### src/rtl/csr_rt_pkg.sv
package csr_rt_pkg;
  localparam int MAX_CORES = 4;
  localparam int CORE_W    = $clog2(MAX_CORES);
  localparam int IDX_W     = CORE_W + 1;
  localparam int WORD_W    = 32;
  localparam int OFFS_W    = 5;
  localparam logic [1:0] SIZE_WORD = 2'b10;

  typedef struct packed {
    logic             hit;
    logic             bad;
    logic [IDX_W-1:0] idx;
  } route_t;
endpackage

### src/rtl/router_rst_sync.sv
module router_rst_sync (
  input  logic clk,
  input  logic rst_n,
  output logic srst_n
);
  logic [1:0] stage_q;
  logic [1:0] stage_d;

  always_comb begin
    stage_d = {stage_q[0], 1'b1};
  end

  always_ff @(posedge clk or negedge rst_n) begin
    if (!rst_n) begin
      stage_q <= 2'b00;
    end else begin
      stage_q <= stage_d;
    end
  end

  assign srst_n = stage_q[1];
endmodule

### src/rtl/router_decode.sv
module router_decode
  import csr_rt_pkg::*;
#(
  parameter int NUM_CORES = 2,
  parameter int WIN_W     = 7,
  localparam int NSLICE   = 2 * NUM_CORES
) (
  input  logic              req_valid,
  input  logic [CORE_W-1:0] req_core,
  input  logic [WIN_W-1:0]  req_win,
  input  logic [1:0]        req_size,
  output route_t            route,
  output logic [NSLICE-1:0] sel
);
  localparam logic [CORE_W:0] CORE_LIM = (CORE_W+1)'(NUM_CORES);
  localparam logic [WIN_W:0]  WIN_LIM  = (WIN_W+1)'(NSLICE + 2);

  logic             core_ok;
  logic             win_ok;
  logic             size_ok;
  logic             is_alias;
  logic [IDX_W-1:0] alias_idx;
  logic [IDX_W-1:0] fixed_idx;

  always_comb begin
    core_ok   = ({1'b0, req_core} < CORE_LIM);
    win_ok    = ({1'b0, req_win} < WIN_LIM);
    size_ok   = (req_size == SIZE_WORD);
    is_alias  = (req_win[WIN_W-1:1] == '0);
    alias_idx = {req_core, req_win[0]};
    fixed_idx = req_win[IDX_W-1:0] - IDX_W'(2);
    route.hit = req_valid && core_ok && win_ok && size_ok;
    route.bad = req_valid && !(core_ok && win_ok && size_ok);
    route.idx = is_alias ? alias_idx : fixed_idx;
  end

  for (genvar s = 0; s < NSLICE; s++) begin : g_sel
    assign sel[s] = route.hit && (route.idx == IDX_W'(s));
  end
endmodule

### src/rtl/router_rdmux.sv
module router_rdmux
  import csr_rt_pkg::*;
#(
  parameter int NSLICE = 4
) (
  input  logic [NSLICE-1:0]        sel,
  input  logic [NSLICE*WORD_W-1:0] rdata_flat,
  output logic [WORD_W-1:0]        rdata
);
  always_comb begin
    rdata = '0;
    for (int s = 0; s < NSLICE; s++) begin
      if (sel[s]) begin
        rdata = rdata | rdata_flat[s*WORD_W +: WORD_W];
      end
    end
  end
endmodule

### src/rtl/router_irq_order.sv
module router_irq_order #(
  parameter int NUM_CORES = 2,
  localparam int NSLICE   = 2 * NUM_CORES
) (
  input  logic [NSLICE-1:0] slc_irq,
  output logic [NSLICE-1:0] irq_out
);
  for (genvar c = 0; c < NUM_CORES; c++) begin : g_core
    logic tmr_irq;
    logic wdg_irq;
    assign tmr_irq          = slc_irq[2*c];
    assign wdg_irq          = slc_irq[2*c+1];
    assign irq_out[2*c]     = tmr_irq;
    assign irq_out[2*c+1]   = wdg_irq;
  end
endmodule

### src/rtl/core_slice_router.sv
module core_slice_router
  import csr_rt_pkg::*;
#(
  parameter int  NUM_CORES = 2,
  parameter int  ADDR_W    = 12,
  localparam int NSLICE    = 2 * NUM_CORES,
  localparam int WIN_W     = ADDR_W - OFFS_W
) (
  input  logic                     clk,
  input  logic                     rst_n,
  input  logic                     req_valid,
  input  logic                     req_write,
  input  logic [CORE_W-1:0]        req_core,
  input  logic [ADDR_W-1:0]        req_addr,
  input  logic [1:0]               req_size,
  input  logic [WORD_W-1:0]        req_wdata,
  output logic [WORD_W-1:0]        rsp_rdata,
  output logic                     rsp_err,
  output logic [NSLICE-1:0]        slc_rst_n,
  output logic [NSLICE-1:0]        slc_sel,
  output logic                     slc_write,
  output logic [OFFS_W-1:0]        slc_offs,
  output logic [WORD_W-1:0]        slc_wdata,
  input  logic [NSLICE*WORD_W-1:0] slc_rdata,
  input  logic [NSLICE-1:0]        slc_irq,
  output logic [NSLICE-1:0]        irq_out
);
  route_t              route;
  logic                srst_n;
  logic [WORD_W-1:0]   mux_rdata;
  logic [WORD_W-1:0]   rdata_d;
  logic                err_d;
  logic                rsp_en;

  router_rst_sync u_rst (
    .clk    (clk),
    .rst_n  (rst_n),
    .srst_n (srst_n)
  );

  router_decode #(.NUM_CORES(NUM_CORES), .WIN_W(WIN_W)) u_dec (
    .req_valid (req_valid),
    .req_core  (req_core),
    .req_win   (req_addr[ADDR_W-1:OFFS_W]),
    .req_size  (req_size),
    .route     (route),
    .sel       (slc_sel)
  );

  router_rdmux #(.NSLICE(NSLICE)) u_mux (
    .sel        (slc_sel),
    .rdata_flat (slc_rdata),
    .rdata      (mux_rdata)
  );

  router_irq_order #(.NUM_CORES(NUM_CORES)) u_irq (
    .slc_irq (slc_irq),
    .irq_out (irq_out)
  );

  assign slc_rst_n = {NSLICE{srst_n}};
  assign slc_write = route.hit && req_write;
  assign slc_offs  = req_addr[OFFS_W-1:0];
  assign slc_wdata = req_wdata;

  always_comb begin
    rsp_en  = req_valid;
    err_d   = route.bad;
    rdata_d = (route.hit && !req_write) ? mux_rdata : '0;
  end

  always_ff @(posedge clk or negedge srst_n) begin
    if (!srst_n) begin
      rsp_rdata <= '0;
      rsp_err   <= 1'b0;
    end else begin
      rsp_err <= err_d;
      if (rsp_en) begin
        rsp_rdata <= rdata_d;
      end
    end
  end
endmodule

### config.mk
export PLATFORM = sky130hd
export DESIGN_NAME = core_slice_router
export DESIGN_NICKNAME = d
export VERILOG_FILES = /design/src/rtl/csr_rt_pkg.sv /design/src/rtl/router_rst_sync.sv /design/src/rtl/router_decode.sv /design/src/rtl/router_rdmux.sv /design/src/rtl/router_irq_order.sv /design/src/rtl/core_slice_router.sv
export SDC_FILE = /design/constraint.sdc
export NUM_CORES = 1
export LEC_CHECK = 0
export BUFFER_PORTS_ARGS = -buffer_cell sky130_fd_sc_hd__buf_2
export CORE_AREA = 3 3 103 105
export CTS_CLUSTER_SIZE = 25
export DETAILED_ROUTE_END_ITERATION = 6
export DIE_AREA = 0 0 106 108
export PLACE_DENSITY = 0.69
export SETUP_SLACK_MARGIN = 0.4
export SLEW_MARGIN = 25
export SYNTH_ARGS = -nofsm -noshare
export SYNTH_HDL_FRONTEND = slang
export SYNTH_SLANG_ARGS = --single-unit
### constraint.sdc
create_clock -name clk -period 7.9 [get_ports clk]
set_input_delay 2.37 -clock clk [delete_from_list [all_inputs] [get_ports clk]]
set_output_delay 2.37 -clock clk [all_outputs]
set_load 0.1 [all_outputs]
**Word-level counts from Yosys, hierarchy flattened**

Cells that the tools add are included.

- Register bits: 35
- Logic and storage cells: 35

- Reduce and logical (&&, ||, !) cells: 16
- Add/subtract/negate cells: 1
- Bitwise gates (word level): 3
- Equality and inequality tests: 4
- Magnitude comparators: 2
- Multiplexer cells: 6

Operators by type and width:

| kind | count |
|---|---|
| 32-bit 2-to-1 mux | 5 |
| 32-bit OR | 3 |
| 1-bit logical AND | 12 |
| 7-bit by 3-bit < comparator with 1-bit output, second input constant | 1 |
| 3-bit by 2-bit == test with 1-bit output, second input constant | 2 |
| 6-bit zero test | 1 |
| 3-bit by 1-bit == test with 1-bit output, second input constant | 1 |
| 3-bit zero test | 1 |
| 3-bit 2-to-1 mux | 1 |
| 3-bit by 2-bit subtractor with 3-bit output, second input constant | 1 |
| 2-bit == test, second input constant | 1 |
| 1-bit zero test | 2 |
| 2-bit < comparator, second input constant | 1 |

**Longest topological paths before layout**

Gate-level depths: netlist of the first run.

- Depth after elaboration: 13
- Gate-level depth with buffers: 7
- Gate-level depth less buffers: 5

**Hierarchy**

A second synthesis of the first run with hierarchy kept.

- Cell total of the unflattened synthesis: 323
- Area, all modules: 2,855.2 um2

By module, submodules not included:

| module | sequential area each (um2) | cells an instance | area an instance (um2) | instances |
|---|---|---|---|---|
| core_slice_router | 825.8 | 182 | 1,883.1 | 1 |
| router_rdmux | 0.0 | 108 | 698.2 | 1 |
| router_decode | 0.0 | 26 | 190.2 | 1 |
| router_rst_sync | 50.0 | 3 | 53.8 | 1 |
| router_irq_order | 0.0 | 4 | 30.0 | 1 |

**Worst setup path after synthesis of the first run**

No wires, ideal clock.

- Kind: in2out
- Start: input port req_addr[9]
- End: output port slc_sel[0]
- Path buffers: 1
- Stages on the path: 4
- Path slack: -474 ps
- Arrival time: 6,004 ps
- Required time: 5,530 ps
- Cells stage by stage: nor4_4 > a21oi_1 > clkbuf_1 > nor4_1

- Word-level cells in the longest chain between the ends: 4

RTL lines:

| item | RTL line | text |
|---|---|---|
| from (decl) | core_slice_router.sv:14 | `input logic [ADDR_W-1:0] req_addr,` |
| 7-bit by 3-bit < comparator with 1-bit output / 6-bit zero test (equally long branches) | router_decode.sv:27, router_decode.sv:29 |  |
| 1-bit logical AND / 3-bit 2-to-1 mux (equally long branches) | router_decode.sv:32, router_decode.sv:34 |  |
| 1-bit logical AND / 3-bit zero test (equally long branches) | router_decode.sv:32, router_decode.sv:38 |  |
| 1-bit logical AND (*) | router_decode.sv:38 | `assign sel[s] = route.hit && (route.idx == IDX_W'(s));` |
| to (decl) | core_slice_router.sv:20 | `output logic [NSLICE-1:0] slc_sel,` |

Every way passes the cells marked *; elsewhere a longest branch is shown, timed or not.

**Final worst setup path of the first run**

- Start: input port req_addr[6]
- End: output port slc_sel[3]

- Word-level cells in the longest chain between the ends: 4

RTL lines:

| item | RTL line | text |
|---|---|---|
| 3-bit by 2-bit subtractor with 3-bit output, or another cell as far along | router_decode.sv:31 | `fixed_idx = req_win[IDX_W-1:0] - IDX_W'(2);` |
| 3-bit 2-to-1 mux / 1-bit logical AND (equally long branches) | router_decode.sv:34, router_decode.sv:32 |  |
| 3-bit by 2-bit == test with 1-bit output / 1-bit logical AND (equally long branches) | router_decode.sv:38, router_decode.sv:32 |  |
| 1-bit logical AND (*) | router_decode.sv:38 |  |

Marked as above.

==> results of run 1 <==
-- sequential cells by signal, indices dropped and copies added, names as in the netlist --
name	cells
u_rst.stage_q	2
rsp_rdata	32
rsp_err	1
-- worst paths after layout --
path	start	slack, ns	endpoint	cells past startpoint
setup / recovery	req_addr[6]	1.11	slc_sel[3]	7
hold / removal	u_rst.stage_q[0]	0.36	u_rst.stage_q[1]	0
setup reg to reg	u_rst.stage_q[1]	7.03	rsp_rdata[3]	0
hold reg to reg	u_rst.stage_q[0]	0.36	u_rst.stage_q[1]	0
max in group asynchronous	rst_n	5.93	u_rst.stage_q[1]	1
min in group asynchronous	u_rst.stage_q[1]	0.37	rsp_rdata[13]	0
-- power by group through the flow --
stage / Sequential [mW] / Combinational [mW] / Clock (mW)
floorplan: 0.190 / 0.152 / 0
global placement: 0.188 / 0.100 / 0
detailed placement: 0.188 / 0.102 / 0
CTS: 0.184 / 0.102 / 0.133
global route: 0.185 / 0.112 / 0.141
finish: 0.184 / 0.102 / 0.127
-- cell families after synthesis --
kind of cell	Yosys count
compound gates	102
flops	35
fa+ha+maj	2
simple gates	73
other cells	1
buf+inv	116
-- area by class of cell --
type	instances	area [um2]	area share
multi-input cells	178	1405	0.3847
repair buffers	189	988.4	0.2706
flip-flops and latches	35	877.1	0.2402
well taps	133	166.4	0.04556
inverters	35	131.4	0.03597
clock buffers	5	68.82	0.01884
clock inverters	3	15.01	0.004111
-- layer usage --
layer,GRT usage,wire [um],up-vias
met5,0,0,-
met4,0.04903,130,0
met3,0.04239,907,17
met2,0.3024,5154,168
met1,0.2007,4014,1450
li1,-,-,1413
-- synth_stat cells --
library cell / count
buf_4: 45
dfrtp_1: 35
inv_1: 35
a2111oi_0: 32
a221oi_1: 32
and2_1: 32
nor2b_1: 32
o32ai_1: 32
clkbuf_1: 31
buf_6: 3
a21oi_1: 2
ha_1: 2
a211oi_1: 1
a21boi_0: 1
a21o_1: 1
and3_1: 1
and4_1: 1
buf_2: 1
clkbuf_2: 1
conb_1: 1
nand3_1: 1
nor3_1: 1
nor4_1: 1
nor4_4: 1
nor4b_1: 1
o2111ai_1: 1
or2_1: 1
or2_2: 1
==> results.yml, run 1 <==
power_and_ir_drop:
  pwr-share-comb: 0.247
  p_leak_nw: 1.705
  p_sw_uw: 125.4
  power.density_nw_per_um2: 113.0
  swShare: 0.3040
  p_seq_frac: 0.446
  peakVddDrop_v: 0.00005357
  clock_power_share: 0.308
  internal-power_uw: 287.2
  finalPower_uw: 412.6
yosys:
  synth_top_area_share: 0.3030
  synth_area_um2: 2890
  synth_cells: 329
  synth_top_family_by_area: "compound AO/OA/AOI/OAI gates"
  synth_fa_ha_area_frac: 0.008658
  synthMuxAreaShare: 0
  post-synth-top-area-cell: "dfrtp_1"
  syn_nets: 515
  synth_cell_types: 28
  yosys_warnings: 0
  seq_area_frac_synth: 0.3030
  synth_compound_area_frac: 0.3052
  synth-simple-area-share: 0.1641
  synth-xor-area-share: 0
  syn_avg_cell_area_um2: 8.785
  synth.area.top_cells: "dfrtp_1, buf_4, a2111oi_0, a221oi_1, o32ai_1"
  ys_ff_latch: 35
clocking:
  cts_hold_buf: 0
  post_cts_buffers: 0
  cts.sinks: 35
  root_buffer: "clkbuf_8"
  path_clk_slew_ns: 0.07
  post_cts_resize_count: 0
  numCtsBuffers: 5
  htreeDepth: 2
  cts_tree: "built"
  cts_buffer_depth: 2
  clkLatencyLatePin_ns: 0.28
floorplanning:
  die_y_um: 108
  initial_core_util: 0.2971
  rows: 36
  die_w_um: 106
  core_um2: 9729
  boundaryPins: 267
  dieArea_um2: 11450
global_routing:
  grt_pass1_vias: 3059
  grt_usage: 0.1689
  antenna_found_initial: 0
  grt_pass1_wl_um: 15410
  grt_max_degree: 82
  overflow: 0
layout:
  final_common_cell: "buf_2"
  antenna-diode-count: 0
  instances_no_fill: 578
  n_fill_cell: 1062
  area_growth_pct: 26.36
  final_area_um2: 3652
  final_cell_mix: "buf_2, inv_1, dfrtp_1"
  postLayoutCoreUtil: 0.3754
  nets: 630
  drive_gt1_frac: 0.4607
placement:
  placedCellCount: 570
  preCtsSetupSlack_ns: 1.113
  port_buffers: 184
  post-dp-hpwl_um: 7811
  placed_area_um2: 3568
  gp_congestion: 0.7825
setup_path:
  cp_max_fo: 4
  path_class: "in2out"
  crit_path_start_kind: "input port"
  worstPathRequired_ns: 5.53
  cp.arrival_ns: 4.42
  cp_top_family: "simple AND/OR/NAND/NOR gates"
  crit_chain: "buf_2, ha_1, nor4b_1, o2111ai_1, or2_2, a21oi_1, buf_12"
  cp_num_buf_inv: 2
  endpoint_kind: "output pin"
  critPathMaxStageDelay_ns: 0.45
  crit_slowest_cell: "nor4b_1"
sta:
  maxSlewViolCount: 0
  fmaxAchievable_mhz: 147.3
  tightest_slew_ns: 0.9941
  finalSetupViolCount: 0
  fin_setup_tns_ns: 0
  rsz0062_at_grt: "false"
  setup_ws_ns: 1.112
  skew_ns: 0.004067
  relSlewSlack: 0.3366
  hold_slack_ns: 0.3587
  period_share: 0.8593
  finalHoldViolations: 0
  fin_crit_ns: 6.788
drt:
  drtAntennaViolNets: 0
  drc: 0
  routed_wl_um: 10210
  vias: 3048
  avgRoutedWirePerCell_um: 17.66
  vias_per_cell: 5.273
  first_pass_iters: 4
  drt_iter0_markers: 127
run:
  drv_cap: 0
outcome:
  status: "complete, no violations"
min_path:
  min-delay-path-class: "reg2reg"
(Power assumes the default switching activity.)
==> run 2: changes to the inputs <==
ABC_AREA = 1   (was unset)
CORE_AREA = 3 3 125 97   (was 3 3 103 105)
DIE_AREA = 0 0 128 100   (was 0 0 106 108)
PLACE_DENSITY = 0.66   (was 0.69)
==> run 2 against run 1 <==
Against the previous run: critical path type unchanged; die area increased by 12%; utilization down 1.9 points; clock skew shrank 0.0020 ns; non-clock buffer count up 1; combinational power down 11%; global-route usage is 0.91 points lower; setup slack improved by 0.44 ns; register-to-register slack improved by 0.02 ns; count of clock-buffer cells in the layout rose by 1; first-iteration DRC count is 20% higher.
==> results.yml, run 2 <==
layout:
  antenna-diode-count: 0
  instances_no_fill: 707
  drive_gt1_frac: 0.3739
  nets: 752
  n_fill_cell: 1180
  area_growth_pct: 19.75
  postLayoutCoreUtil: 0.3564
  final_common_cell: "buf_2"
  reg_top3: "rsp_rdata x32, u_rst.stage_q x2, rsp_err x1"
  final_area_um2: 3885
  top_register: "rsp_rdata"
  final_cell_mix: "buf_2, nand2_1, nand4_1, dfrtp_1, o21ai_1"
  largest_reg_flops: 32
global_routing:
  grt_pass1_wl_um: 16840
  antenna_found_initial: 0
  overflow: 0
  grt_max_degree: 99
  grt.met2_usage: 0.2574
  grt_pass1_vias: 3592
  met1_usage: 0.2017
  grt_usage: 0.1598
  grt-busiest-layer: "met2"
  grtUsageMet3: 0.05266
drt:
  avgRoutedWirePerCell_um: 14.86
  drtAntennaViolNets: 0
  drc: 0
  routed_wl_um: 10500
  vias: 3678
  drt_iter0_markers: 153
  first_pass_iters: 4
  vias_per_cell: 5.202
clocking:
  post_cts_buffers: 0
  clkLatencyLatePin_ns: 0.27
  cts_buffer_depth: 2
  cts_hold_buf: 0
  post_cts_resize_count: 0
  numCtsBuffers: 5
  root_buffer: "clkbuf_16"
  cts_tree: "built"
  htreeDepth: 2
  path_clk_slew_ns: 0.06
  cts.sinks: 35
yosys:
  synth_cell_types: 16
  syn_nets: 648
  postSynth.asyncResetShare: 1.000
  seq_area_frac_synth: 0.2700
  synth_commonest_cells: "nand2_1, nand4_1, buf_4"
  synth.most_common_cell: "nand2_1"
  synth_area_um2: 3244
  syn_avg_cell_area_um2: 7.022
  synth.area.top_cells: "dfrtp_1, nand4_1, nand2_1, buf_4, buf_6"
  synth_edf_count: 0
  ys_ff_latch: 35
  synth_top_area_share: 0.2700
  yosys_warnings: 0
  post-synth-top-area-cell: "dfrtp_1"
  synth_ff_type: "dfrtp_1"
  synth_cells: 462
setup_path:
  crit_path_start_kind: "input port"
  reg2reg_from: "u_rst.stage_q[1]"
  endpoint_kind: "output pin"
  r2r_cells: 0
  r2r_end: "rsp_err"
  rrSetupSlack_ns: 7.05
  worstPathRequired_ns: 5.53
  cp.arrival_ns: 3.98
  path_class: "in2out"
  cp_max_fo: 33
run:
  drv_cap: 0
floorplanning:
  rows: 33
  core_um2: 10900
  boundaryPins: 267
  dieArea_um2: 12800
  die_y_um: 100
  initial_core_util: 0.2976
  die_w_um: 128
sta:
  relSlewSlack: 0.3955
  tightest_slew_ns: 0.9067
  fmaxAchievable_mhz: 157.5
  fin_setup_tns_ns: 0
  maxSlewViolCount: 0
  hold_slack_ns: 0.3494
  finalSetupViolCount: 0
  fin_crit_ns: 6.349
  rsz0062_at_grt: "false"
  skew_ns: 0.002054
  period_share: 0.8037
  finalHoldViolations: 0
outcome:
  status: "complete, no violations"
power_and_ir_drop:
  power.density_nw_per_um2: 129.9
  p_leak_nw: 2.309
  peakVddDrop_v: 0.00008189
placement:
  placed_area_um2: 3711
  post-dp-hpwl_um: 7694
  gp_congestion: 0.8524
  placedCellCount: 699
  port_buffers: 184
min_path:
  min-delay-path-class: "reg2async"
[run 2: cell types whose count changed in the layout (fill, tap and decap cells not counted), sizes merged, moves of 2 or more]
cell,delta
a2111oi,-32
clkinv,-2
nand2,+140
or2,-2
o32ai,-32
and2,-32
nand4,+131
inv,-22
nor4,-2
a221oi,-32
o21ai,+32
nor2,+12
nor2b,-32
[run 2: per-layer routing]
metal  wire (um)  vias to the layer above
met2        4642                      184
met4         187                        0
met5           0                        -
met1        4634                     1675
li1            -                     1794
met3        1039                       25
[run 2: logic make-up after synthesis]
| logic type | share of synthesized area |
|---|---|
| other | 0.001156 |
| buffers and inverters | 0.2295 |
| adders and majority gates | 0.007712 |
| AOI/OAI and AO/OA | 0.05090 |
| DFF | 0.2700 |
| and+or+nand+nor | 0.4408 |
[run 2: through the flow]
step / power (mW) / setup WS, ns
6_report: 0.5045 / 1.551
5_1_grt: 0.5319 / 1.424
4_1_cts: 0.5143 / 1.557
3_5_place_dp: 0.2779 / 1.556
3_3_place_gp: 0.2742 / 1.646
2_1_floorplan: 0.3432 / 0.9573
[run 2: final cells by class]
class	instances	area, um2	share of cell area
Inverter	13	48.80	0.01256
Tap cell	140	175.2	0.04509
Clock buffer	6	138.9	0.03575
Timing Repair Buffer	190	965.9	0.2486
Sequential cell	35	877.1	0.2258
Clock inverter	2	35.03	0.009018
Multi-Input combinational cell	321	1644	0.4232
[run 2: power by group]
group / internal [mW] / total [mW] / switching, mW
Combinational: 0.0296 / 0.0911 / 0.0615
Sequential: 0.180 / 0.184 / 0.00355
Clock: 0.157 / 0.230 / 0.0730
Total: 0.366 / 0.505 / 0.138
[run 2: worst max-delay path by stage]
stage                      from  slack (ns)          to
global placement    req_addr[6]        1.65  slc_sel[1]
finish              req_addr[6]        1.55  slc_sel[1]
detailed placement  req_addr[6]        1.56  slc_sel[3]
floorplan           req_addr[6]        0.96  slc_sel[0]
global route        req_addr[6]        1.42  slc_sel[1]
CTS                 req_addr[6]        1.56  slc_sel[3]
[run 2: critical path: stages]
cell	delay (ns)
buf_2	0.12
inv_1	0.08
ha_1	0.23
nand4_1	0.16
nand2_4	0.33
nand2_1	0.13
nor2_1	0.11
buf_2	0.44
